`src/rtl/axid_traffic_filter.sv`:
```
module axid_traffic_filter #(
  parameter int NUM_CNT  = 4,
  parameter int LEN_W    = 8,
  parameter int SIZE_W   = 3,
  parameter int BYTE_W   = 32,
  parameter int EVT_W    = 8,
  parameter int ADDR_W   = 8,
  parameter int FLT_ADDR = 'h30,
  parameter int EV_RD    = 'h41,
  parameter int EV_WR    = 'h42,
  parameter bit ENHANCED = 1'b1
) (
  input  logic                     clk,
  input  logic                     rst_n,
  input  logic                     reg_wr,
  input  logic [ADDR_W-1:0]        reg_addr,
  input  logic [31:0]              reg_wdata,
  output logic [BYTE_W-1:0]        reg_rdata,
  input  logic [NUM_CNT*EVT_W-1:0] evt_sel,
  input  logic [NUM_CNT-1:0]       cnt_en,
  input  logic [NUM_CNT-1:0]       cnt_clr,
  input  logic                     ar_valid,
  input  logic                     ar_ready,
  input  logic [15:0]              ar_id,
  input  logic [LEN_W-1:0]         ar_len,
  input  logic [SIZE_W-1:0]        ar_size,
  input  logic                     aw_valid,
  input  logic                     aw_ready,
  input  logic [15:0]              aw_id,
  input  logic [LEN_W-1:0]         aw_len,
  input  logic [SIZE_W-1:0]        aw_size,
  output logic                     rd_id_hit,
  output logic                     wr_id_hit
);
  localparam int BURST_W = LEN_W + (1 << SIZE_W);

  logic [15:0] flt_id, flt_mask;
  logic        rd_match, wr_match;
  logic [BURST_W-1:0] rd_bytes, wr_bytes;
  logic [NUM_CNT*BYTE_W-1:0] totals;

  always_ff @(posedge clk) begin
    if (!rst_n) begin
      flt_id   <= '0;
      flt_mask <= '0;
    end else if (reg_wr && reg_addr == ADDR_W'(FLT_ADDR)) begin
      flt_id   <= reg_wdata[15:0];
      flt_mask <= reg_wdata[31:16];
    end
  end

  assign rd_match = ar_valid && ar_ready && (((ar_id ^ flt_id) & flt_mask) == 16'h0);
  assign wr_match = aw_valid && aw_ready && (((aw_id ^ flt_id) & flt_mask) == 16'h0);

  assign rd_bytes = (BURST_W'(ar_len) + BURST_W'(1)) << ar_size;
  assign wr_bytes = (BURST_W'(aw_len) + BURST_W'(1)) << aw_size;

  always_ff @(posedge clk) begin
    if (!rst_n) begin
      rd_id_hit <= 1'b0;
      wr_id_hit <= 1'b0;
    end else begin
      rd_id_hit <= rd_match;
      wr_id_hit <= wr_match;
    end
  end

  for (genvar n = 0; n < NUM_CNT; n++) begin : g_cnt
    if (n == 0 || !ENHANCED) begin : g_zero
      assign totals[n*BYTE_W +: BYTE_W] = '0;
    end else begin : g_acc
      logic [EVT_W-1:0]  sel;
      logic [BYTE_W-1:0] acc, add;
      assign sel = evt_sel[n*EVT_W +: EVT_W];
      assign add = (sel == EVT_W'(EV_RD) && rd_match) ? BYTE_W'(rd_bytes) :
                   (sel == EVT_W'(EV_WR) && wr_match) ? BYTE_W'(wr_bytes) : '0;
      always_ff @(posedge clk) begin
        if (!rst_n || cnt_clr[n]) acc <= '0;
        else if (cnt_en[n])        acc <= acc + add;
      end
      assign totals[n*BYTE_W +: BYTE_W] = acc;

      assert_clear_R9: assert property (@(posedge clk) disable iff (!rst_n)
        $past(cnt_clr[n]) |-> acc == '0);
      assert_hold_R10: assert property (@(posedge clk) disable iff (!rst_n)
        (!$past(cnt_en[n]) && !$past(cnt_clr[n])) |-> $stable(acc));
      assert_other_code_R5: assert property (@(posedge clk) disable iff (!rst_n)
        ($past(sel) != EVT_W'(EV_RD) && $past(sel) != EVT_W'(EV_WR) && !$past(cnt_clr[n]))
          |-> $stable(acc));
    end
  end

  always_comb begin
    reg_rdata = '0;
    for (int n = 0; n < NUM_CNT; n++)
      if (reg_addr == ADDR_W'(FLT_ADDR + 4*n)) reg_rdata = totals[n*BYTE_W +: BYTE_W];
  end

  assert_rd_source_R3: assert property (@(posedge clk) disable iff (!rst_n)
    rd_id_hit |-> $past(ar_valid && ar_ready));
  assert_wr_source_R4: assert property (@(posedge clk) disable iff (!rst_n)
    wr_id_hit |-> $past(aw_valid && aw_ready));
  assert_masked_miss_R2: assert property (@(posedge clk) disable iff (!rst_n)
    $past(((ar_id ^ flt_id) & flt_mask) != 16'h0) |-> !rd_id_hit);
  assert_slot0_zero_R8: assert property (@(posedge clk) disable iff (!rst_n)
    reg_addr == ADDR_W'(FLT_ADDR) |-> reg_rdata == '0);
  if (!ENHANCED) begin : g_basic_chk
    assert_basic_zero_R11: assert property (@(posedge clk) disable iff (!rst_n)
      reg_rdata == '0);
  end
endmodule

```
`config.mk`:
```
export PLATFORM = sky130hd
export DESIGN_NAME = axid_traffic_filter
export DESIGN_NICKNAME = d
export VERILOG_FILES = /design/src/rtl/axid_traffic_filter.sv
export SDC_FILE = /design/constraint.sdc
export NUM_CORES = 1
export LEC_CHECK = 0
export ABC_AREA = 1
export BUFFER_PORTS_ARGS = -buffer_cell sky130_fd_sc_hd__buf_2
export CORE_MARGIN = 2
export CORE_UTILIZATION = 28
export CTS_CLUSTER_DIAMETER = 40
export DETAILED_ROUTE_END_ITERATION = 6
export GPL_TIMING_DRIVEN = 0
export PLACE_DENSITY = 0.49
export SETUP_SLACK_MARGIN = 0.15
export SLEW_MARGIN = 30
export SYNTH_ARGS = -nofsm -noshare
export SYNTH_HDL_FRONTEND = slang
export SYNTH_SLANG_ARGS = --single-unit
```
`constraint.sdc`:
```
create_clock -name clk -period 3.7 [get_ports clk]
set_input_delay 0.37 -clock clk [delete_from_list [all_inputs] [get_ports clk]]
set_output_delay 0.37 -clock clk [all_outputs]
set_load 0.005 [all_outputs]
```
== Word-level counts from Yosys, hierarchy flattened ==
Cells that the tools add are included.

* $add $sub $neg: 5
* Equality and inequality tests: 10
* Shifts and indexed selects: 2
* Muxes and demuxes: 9
* Bitwise gates (word level): 4
* Reductions and logical operators: 17

{| class="wikitable"
|+ Operator list
! cell !! number
|-
| $add 32x16->32 || 3
|-
| $mux 16 || 6
|-
| $mux 32 || 3
|-
| $eq 8x7->1 const B || 6
|-
| $and 16x16->16 || 2
|-
| $eq 8x6->1 const B || 4
|-
| $logic_not 16->1 || 2
|-
| $shl 9x3->16 || 2
|-
| $xor 16x16->16 || 2
|-
| $add 8x1->9 const B || 2
|-
| $logic_and 1x1->1 || 11
|-
| $logic_or 1x1->1 || 3
|-
| $logic_not 1->1 || 1
|}

* Flip-flop bits (word level): 130
* Input bits: 141
* Output and inout port bits: 34

== Logic depth before layout (Yosys ltp) ==
Gate-level depths: netlist of the first run.

* Depth after elaboration: 8
* Gate-level depth with buffers: 26

== Worst setup path before layout of the first run ==
OpenSTA, ideal clock, no wires.

* Path type: input to register
* From: input ar_id[13]
* To: register g_cnt[3].g_acc.acc[20]
* Data arrival time: 2.738 ns
* Data required time: 3.587 ns
* Setup slack: 0.849 ns
* Stages on the path: 22
* Buffers on the path: 1
* Cells stage by stage: or2_0 > nand2_1 > nand4_1 > nor2_2 > nand2_4 > nor2_4 > buf_6 > nand2_1 > nand2_1 > ha_1 > inv_1 > fa_1 > inv_1 > nand3_1 > nand3_1 > nand2_1 > nand2_1 > nand2_1 > nand2_1 > nand3_1 > nor2_1 > nor2_1

* Longest elaborated chain between the ends: 7

{| class="wikitable"
|+ Ends and longest elaborated chain
! element !! line !! text
|-
| start, declared || 24 || <nowiki>input logic [15:0] ar_id,</nowiki>
|-
| $xor 16x16->16 || 52 || <nowiki>assign rd_match = ar_valid && ar_ready && (((ar_id ^ flt_id) & flt_mask) == 16'h0);</nowiki>
|-
| $and 16x16->16 || 52 ||
|-
| $logic_not 16->1 || 52 ||
|-
| $logic_and 1x1->1 || 52 ||
|-
| $logic_and 1x1->1 || 75 || <nowiki>assign add = (sel == EVT_W'(EV_RD) && rd_match) ? BYTE_W'(rd_bytes) :</nowiki>
|-
| $mux 16 || 75 ||
|-
| $add 32x16->32 || 79 || <nowiki>else if (cnt_en[n]) acc <= acc + add;</nowiki>
|-
| end signal, assigned || 79 ||
|-
| end, declared || 73 || <nowiki>logic [BYTE_W-1:0] acc, add;</nowiki>
|}

Every way passes these cells.
A chain may end at the register's enable or synchronous reset.

== Final worst setup path of the first run ==
* From: register flt_id[9]
* To: register g_cnt[3].g_acc.acc[16]

* Longest elaborated chain between the ends: 8
* Elaborated cells between the ends (all ways): 13
* Those cells by class: add/sub (1); mux (2); bitwise (4); reduce/logical (6)

{| class="wikitable"
|+ Ends and longest elaborated chain
! element !! line !! text
|-
| start, declared || 37 || <nowiki>logic [15:0] flt_id, flt_mask;</nowiki>
|-
| start signal, assigned || 47 || <nowiki>flt_id <= reg_wdata[15:0];</nowiki>
|-
| $xor 16x16->16 || 53 || <nowiki>assign wr_match = aw_valid && aw_ready && (((aw_id ^ flt_id) & flt_mask) == 16'h0);</nowiki>
|-
| $and 16x16->16 || 53 ||
|-
| $logic_not 16->1 || 53 ||
|-
| $logic_and 1x1->1 || 53 ||
|-
| $logic_and 1x1->1 || 76 || <nowiki>(sel == EVT_W'(EV_WR) && wr_match) ? BYTE_W'(wr_bytes) : '0;</nowiki>
|-
| $mux 16 || 76 ||
|-
| $mux 16 (*) || 75 ||
|-
| $add 32x16->32 (*) || 79 ||
|}

Mark *: on every way between the ends. The rest lies on a longest branch, timed or not.

==> reports/results.ini, run 1 <==
[clock_network]
cts_buffers=17
clockBufferDepth=2
cts_tree=yes
clock_latency_ns=0.44
cts.sinks=130
root_buffer=clkbuf_16
htreeDepth=4
path_clk_slew_ns=0.07

[floorplanning]
die_w_um=208
die_h_um=208
initial_core_util=0.285
rows=74
ios=175
core_um2=41000
dieArea_um2=43500

[job]
max_cap_viol_count=0

[finish]
num-fill-cells=4653
area_delta_synth_final_pct=18.8
fin_cells=2842
layout-drive-gt1-share=0.108
final_util=0.339
fin_nets=2488

[worst_hold_path]
min_from=reg_wdata[28]
hold_path_end=flt_mask[12]$_SDFFE_PN0P_
hp-class=in2reg
hold_path_depth=3

[routing]
wl_met1_mm=20.3
num_vias=13700
dr_wl_met2_mm=21.3
drt_pass1_iterations=5
wire_per_inst_um=15.6
top_layer=met4
drc=0
drtAntennaViolNets=0
viasPerCell=4.82
drt_wl_total_mm=44.5
met3WireLength_mm=1.76
drt_iter0_drc=827

[grt]
first_global_vias=13000
grt.overflow.total=0
grt_use_total=0.204
grt_max_degree=17
grt_pass1_wl_mm=69.4
antenna_found_initial=3

[worst_setup_path]
rrSetupSlack_ns=0.42
startpoint_type=register
cp_max_fo=10
critPathMostFrequentCell=nand2_1
path_class=reg2reg
critPathCaptureType=register
r2r-start=flt_id[9]$_SDFFE_PN0P_
cp.required_ns=4.03
crit_path_top_delay_cell=fa_1
crit_arrival_ns=3.61
reg2reg_to=g_cnt[3].g_acc.acc[16]$_SDFFE_PP0P_
ff2ff_path_depth=26
max_stage_delay_ns=0.40

[logic_synthesis]
synth_top_family_by_area=simple AND/OR/NAND/NOR gates
synth_fp_nets=2303
avgSynthCellArea_um2=5.55
yosys_most_used_dff=dfxtp_1
yosys.area_share.adder=0.0586
synth.ff_latch_count=130
synth_edf_count=0
synth_mux_area_frac=0
synth_cells=2109
yosysSeqAreaShare=0.222
synthDistinctLibCells=37
synth-simple-area-share=0.433
synthesis.area_um2=11700
ys_warn_count=0
synth_xor_area_frac=0.0172
synth-compound-area-share=0.143
async_reset_ff_frac=0

[timing]
whs_ns=0.209
skew_ns=0.0118
fmax_ghz=0.305
worst-slew-pin-transition_ns=0.723
rsz0062_at_grt=yes
fin_ws_ns=0.418
setup_viol=0
drv_slew=0
min_period_over_period=0.887
period_minus_slack_ns=3.28
hold_viol=0
setup_tns_ns=0
relSlewSlack=0.513

[place]
placed_cells=2803
post-place-ws_ns=-0.0342
portBuffers=162
gp_congestion=0.917
dpl.hpwl_mm=37.1

[power]
p_leak_nw=6.90
peakVddDrop_uv=316
pwr_density_cell_nw_per_um2=265

[status]
status=completed

where the power goes:
group	leakage, nW	total [mW]	internal, mW	switching, mW
Combinational	5.55	0.425	0.147	0.278
Clock	0.295	1.83	1.09	0.738
Sequential	1.05	1.43	1.42	0.0135
worst max-delay path by stage:
stage | to | slack [ns] | cells after the start | start
global route | g_cnt[3].g_acc.acc[20]$_SDFFE_PP0P_ | 0.12 | 26 | flt_id[6]$_SDFFE_PN0P_
floorplan | g_cnt[3].g_acc.acc[20]$_SDFFE_PP0P_ | 0.85 | 22 | ar_id[13]
global placement | g_cnt[3].g_acc.acc[20]$_SDFFE_PP0P_ | -0.04 | 27 | aw_id[6]
finish | g_cnt[3].g_acc.acc[16]$_SDFFE_PP0P_ | 0.42 | 26 | flt_id[9]$_SDFFE_PN0P_
detailed placement | g_cnt[3].g_acc.acc[24]$_SDFFE_PP0P_ | -0.03 | 27 | aw_id[6]
CTS | g_cnt[3].g_acc.acc[24]$_SDFFE_PP0P_ | 0.18 | 26 | flt_id[9]$_SDFFE_PN0P_
state kept, by name, summed over array words and instances, names as in the netlist:
| signal | cells |
|---|---|
| wr_id_hit | 1 |
| flt_id | 16 |
| rd_id_hit | 1 |
| g_cnt.g_acc.acc | 96 |
| flt_mask | 16 |
cells in the mapped netlist, types with 6 or more instances:
master | n | area, um2
nand2_1 | 698 | 2620
inv_1 | 311 | 1170
nor2_1 | 230 | 863
nand3_1 | 203 | 1020
a21oi_1 | 147 | 736
dfxtp_1 | 130 | 2600
o21ai_0 | 107 | 536
ha_1 | 50 | 626
clkbuf_1 | 39 | 146
nor3_1 | 31 | 155
o221ai_1 | 21 | 184
xor2_1 | 19 | 166
nand4_1 | 18 | 113
o211ai_1 | 14 | 105
nor4_1 | 9 | 56.3
o21bai_1 | 9 | 67.6
buf_1 | 8 | 30.0
inv_2 | 7 | 26.3
or2_2 | 7 | 43.8
buf_6 | 6 | 67.6
nand3b_1 | 6 | 45.0
nor2_4 | 6 | 67.6
kinds of logic (layout without fill, tap and decap cells):
logic type                 count (synthesis)  after routing
DFF                                      130            130
adders and majority gates                 53             53
AOI/OAI and AO/OA                        306            306
and+or+nand+nor                         1220           1220
xor gates and xnor gates                  23             23
buffers and inverters                    377            575
other                                      0              3
cells in the final DEF, fill, tap and decap left out, types with 7 or more instances in the layout:
cell       instances
o211ai_1          14
clkbuf_16         17
buf_2            167
a21oi_1          146
ha_1              48
buf_1              8
nand4_1           18
nor2_1           229
clkbuf_1          39
o221ai_1          21
dfxtp_1          130
nand3_1          201
nor4_1             9
o21bai_1           9
inv_1            311
xor2_1            19
nor2_4             8
or2_2              7
inv_2              7
nor3_1            30
o21ai_0          107
nand2_1          695
through the flow:
step,total power [mW],instance area (um2)
floorplan,1.70,11700
global placement,1.88,13200
detailed placement,1.88,13200
CTS,3.71,13800
global route,3.84,13900
finish,3.68,13900
worst max-delay path: cells and delay by family (launching register included):
kind	cells	cell delay (ns)
flip-flops	1	0.33
buffers and inverters	5	0.51
AND/OR/NAND/NOR	19	1.78
adder cells (fa/ha/maj)	2	0.55
routing by layer:
metal | vias to the layer above | global-route usage
li1 | 7122 | -
met1 | 6243 | 0.257
met2 | 276 | 0.358
met3 | 59 | 0.0288
met4 | 0 | 0.0685
met5 | - | 0
what timing repair did:
| item | CTS | global route |
|---|---|---|
| hold buffers | 0 | 0 |
| pin swaps | 1 | 4 |
| buffers inserted | 1 | 3 |
| setup endpoints to repair | 5 | 33 |
| gates resized for setup | 2 | 14 |
area by class of cell:
class	count	area, um2	share of cell area
Multi-Input combinational cell	1602	7690	0.554
Sequential cell	130	2600	0.187
Inverter	318	1190	0.0859
Timing Repair Buffer	166	841	0.0605
Tap cell	532	666	0.0479
Clock buffer	18	439	0.0316
Buffer	59	277	0.0199
Clock inverter	14	178	0.0128
Antenna cell	3	7.51	0.000540
No activity file was read; power rests on OpenSTA's default activity.
==> inputs of run 2 (changes only) <==
--- a/config.mk
+++ b/config.mk
@@ -9,6 +9,7 @@
 export BUFFER_PORTS_ARGS = -buffer_cell sky130_fd_sc_hd__buf_2
 export CORE_MARGIN = 2
 export CORE_UTILIZATION = 28
+export CTS_BUF_LIST = sky130_fd_sc_hd__clkbuf_4 sky130_fd_sc_hd__clkbuf_8
 export CTS_CLUSTER_DIAMETER = 40
 export DETAILED_ROUTE_END_ITERATION = 6
 export GPL_TIMING_DRIVEN = 0
==> run 2 against run 1 <==
  * Clock power shrank 25%
  * Core utilization shrank 0.47 points
  * Via count decreased by 0.36%
  * Critical path type unchanged
  * Critical endpoint unchanged
==> reports/results.ini, run 2 (synthesis gave the netlist of run 1 again) <==
[finish]
fin_nets=2488  ; unchanged
final_area_um2=13700  ; -1.4%
area_delta_synth_final_pct=17.1
layout-drive-gt1-share=0.108  ; unchanged
largest_register_ff_count=96  ; unchanged
regMostFlops=g_cnt.g_acc.acc
reg_top3=g_cnt.g_acc.acc: 96 flops, flt_id: 16 flops, flt_mask: 16 flops
final_common_cell=nand2_1
final_cell_mix=nand2_1 (695), inv_1 (311), nor2_1 (229)
fin_cells=2842  ; unchanged

[timing]
relSlewSlack=0.508  ; -0.00485
setup_tns_ns=0  ; unchanged
skew_ns=0.0141  ; +0.00227 ns
period_minus_slack_ns=3.27  ; -0.00902 ns
worst-slew-pin-transition_ns=0.738  ; +0.0149 ns
hold_viol=0  ; unchanged
drv_slew=0  ; unchanged
setup_viol=0  ; unchanged
rsz0062_at_grt=yes
fmax_ghz=0.306  ; +0.28%
min_period_over_period=0.885  ; -0.00244

[worst_setup_path]
max_stage_delay_ns=0.40  ; about the same
reg2reg_to=g_cnt[3].g_acc.acc[16]$_SDFFE_PP0P_
critPathLaunch=flt_id[9]$_SDFFE_PN0P_
critPathCaptureType=register
path_buf_inv=5  ; unchanged
cp.required_ns=4.09  ; +0.06 ns
rrSetupSlack_ns=0.43  ; about the same
r2r-start=flt_id[9]$_SDFFE_PN0P_
startpoint_type=register
crit_arrival_ns=3.66  ; +0.05 ns
path_class=reg2reg
cp_max_fo=10  ; unchanged
critPathMostFrequentCell=nand2_1
ff2ff_path_depth=26  ; unchanged
crit_path_top_delay_cell=fa_1
cp_top_family=simple AND/OR/NAND/NOR gates

[power]
pwr_density_cell_nw_per_um2=236  ; -11%
peakVddDrop_uv=209  ; -34%
p_leak_nw=6.81  ; -1.3%

[floorplanning]
initial_core_util=0.285  ; unchanged
die_w_um=208  ; unchanged
rows=74  ; unchanged
die_h_um=208  ; unchanged
dieArea_um2=43500  ; unchanged
core_um2=41000  ; unchanged
ios=175  ; unchanged

[grt]
grt.overflow.total=0  ; unchanged
grt_use_total=0.205  ; about the same
first_global_vias=13000  ; -0.077%
grt_max_degree=17  ; unchanged
grt_pass1_wl_mm=69.4  ; about the same
antenna_found_initial=3  ; unchanged

[clock_network]
cts_buffers=17  ; unchanged
root_buffer=clkbuf_8
path_clk_slew_ns=0.09  ; +0.02 ns
postCtsHoldBufs=0  ; unchanged
cts.sinks=130  ; unchanged
htreeDepth=4  ; unchanged
cts_tree=yes
clock_latency_ns=0.49  ; +0.05 ns
clockBufferDepth=2  ; unchanged

[status]
status=completed

[place]
portBuffers=162  ; unchanged
placed_cells=2803  ; unchanged
gp_congestion=0.917  ; unchanged
postPlaceCellArea_um2=13200  ; unchanged
dpl.hpwl_mm=37.1  ; unchanged

[job]
max_cap_viol_count=0  ; unchanged

[routing]
drt_iter0_drc=812  ; -1.8%
drtAntennaViolNets=0  ; unchanged
drc=0  ; unchanged
drt_wl_total_mm=44.6  ; +0.23%
drt_pass1_iterations=5  ; unchanged
wire_per_inst_um=15.7  ; +0.23%
num_vias=13700  ; -0.36%
viasPerCell=4.80  ; -0.36%

[worst_hold_path]
hold_path_depth=3  ; unchanged
min_from=reg_wdata[28]
hp-class=in2reg
hold_path_end=flt_mask[12]$_SDFFE_PN0P_

## run 2: cell counts in the layout (fill, tap and decap cells not counted)
No cell type changed its count.
## run 2: worst reg2reg max path, cell delays in order (launching register included)
cell,delay [ns]
dfxtp_1,0.34
inv_2,0.07
nand2_1,0.06
nand3_1,0.08
nand2_1,0.06
nor2_1,0.13
nand2_1,0.12
nor2_4,0.14
nand2_4,0.10
nor2_4,0.15
buf_6,0.15
nand2_1,0.07
nand2_2,0.11
ha_4,0.15
inv_1,0.05
fa_1,0.40
inv_1,0.11
nand3_1,0.09
nand3_2,0.11
nand2_1,0.08
nand2_1,0.11
nand2_1,0.08
nand2_2,0.11
buf_4,0.13
nand3_1,0.06
nand2_1,0.08
nor2_1,0.04
## run 2: repair_timing
action,4_1_cts,5_1_grt
pin swaps,1,4
setup buffers,1,3
setup endpoints to repair,5,34
resized for setup,2,14
hold endpoints to repair,0,0
## run 2: area by class of cell
class	count	area, um2
tap	532	666
timing repair buffer	166	841
inverter	318	1190
clock inverter	14	178
buffer	59	277
sequential	130	2600
fill	4677	27300
antenna	3	7.51
multi-input combinational	1602	7690
clock buffer	18	248
## run 2: power by group
group          leakage [nW]  switching (mW)  total (mW)  internal (mW)
sequential             1.05          0.0135        1.43           1.42
clock                 0.208           0.689        1.38          0.693
combinational          5.55           0.278       0.424          0.147
## run 2: worst max-delay path by stage
stage                                                to  cells after the start  slack [ns]
finish              g_cnt[3].g_acc.acc[16]$_SDFFE_PP0P_                     26        0.43
global route        g_cnt[3].g_acc.acc[20]$_SDFFE_PP0P_                     26        0.12
CTS                 g_cnt[3].g_acc.acc[24]$_SDFFE_PP0P_                     26        0.18
detailed placement  g_cnt[3].g_acc.acc[24]$_SDFFE_PP0P_                     27       -0.03
global placement    g_cnt[3].g_acc.acc[20]$_SDFFE_PP0P_                     27       -0.04
floorplan           g_cnt[3].g_acc.acc[20]$_SDFFE_PP0P_                     22        0.85
## run 2: per-stage QoR
step	utilization	setup WS [ns]	hold WS (ns)	total power, mW
after floorplan	-	0.849	0.437	1.70
after global placement	0.321	-0.0396	0.454	1.88
after detailed placement	0.321	-0.0342	0.463	1.88
after CTS	0.332	0.183	0.135	3.26
after global routing	0.334	0.118	0.160	3.39
final	0.334	0.427	0.154	3.24
## run 2: per-layer routing
metal / vias to the layer above / part of all wire / global-route usage
met4: 0 / 0.028 / 0.0707
li1: 7107 / - / -
met3: 61 / 0.039 / 0.0300
met1: 6204 / 0.46 / 0.257
met2: 279 / 0.48 / 0.356
met5: - / 0 / 0
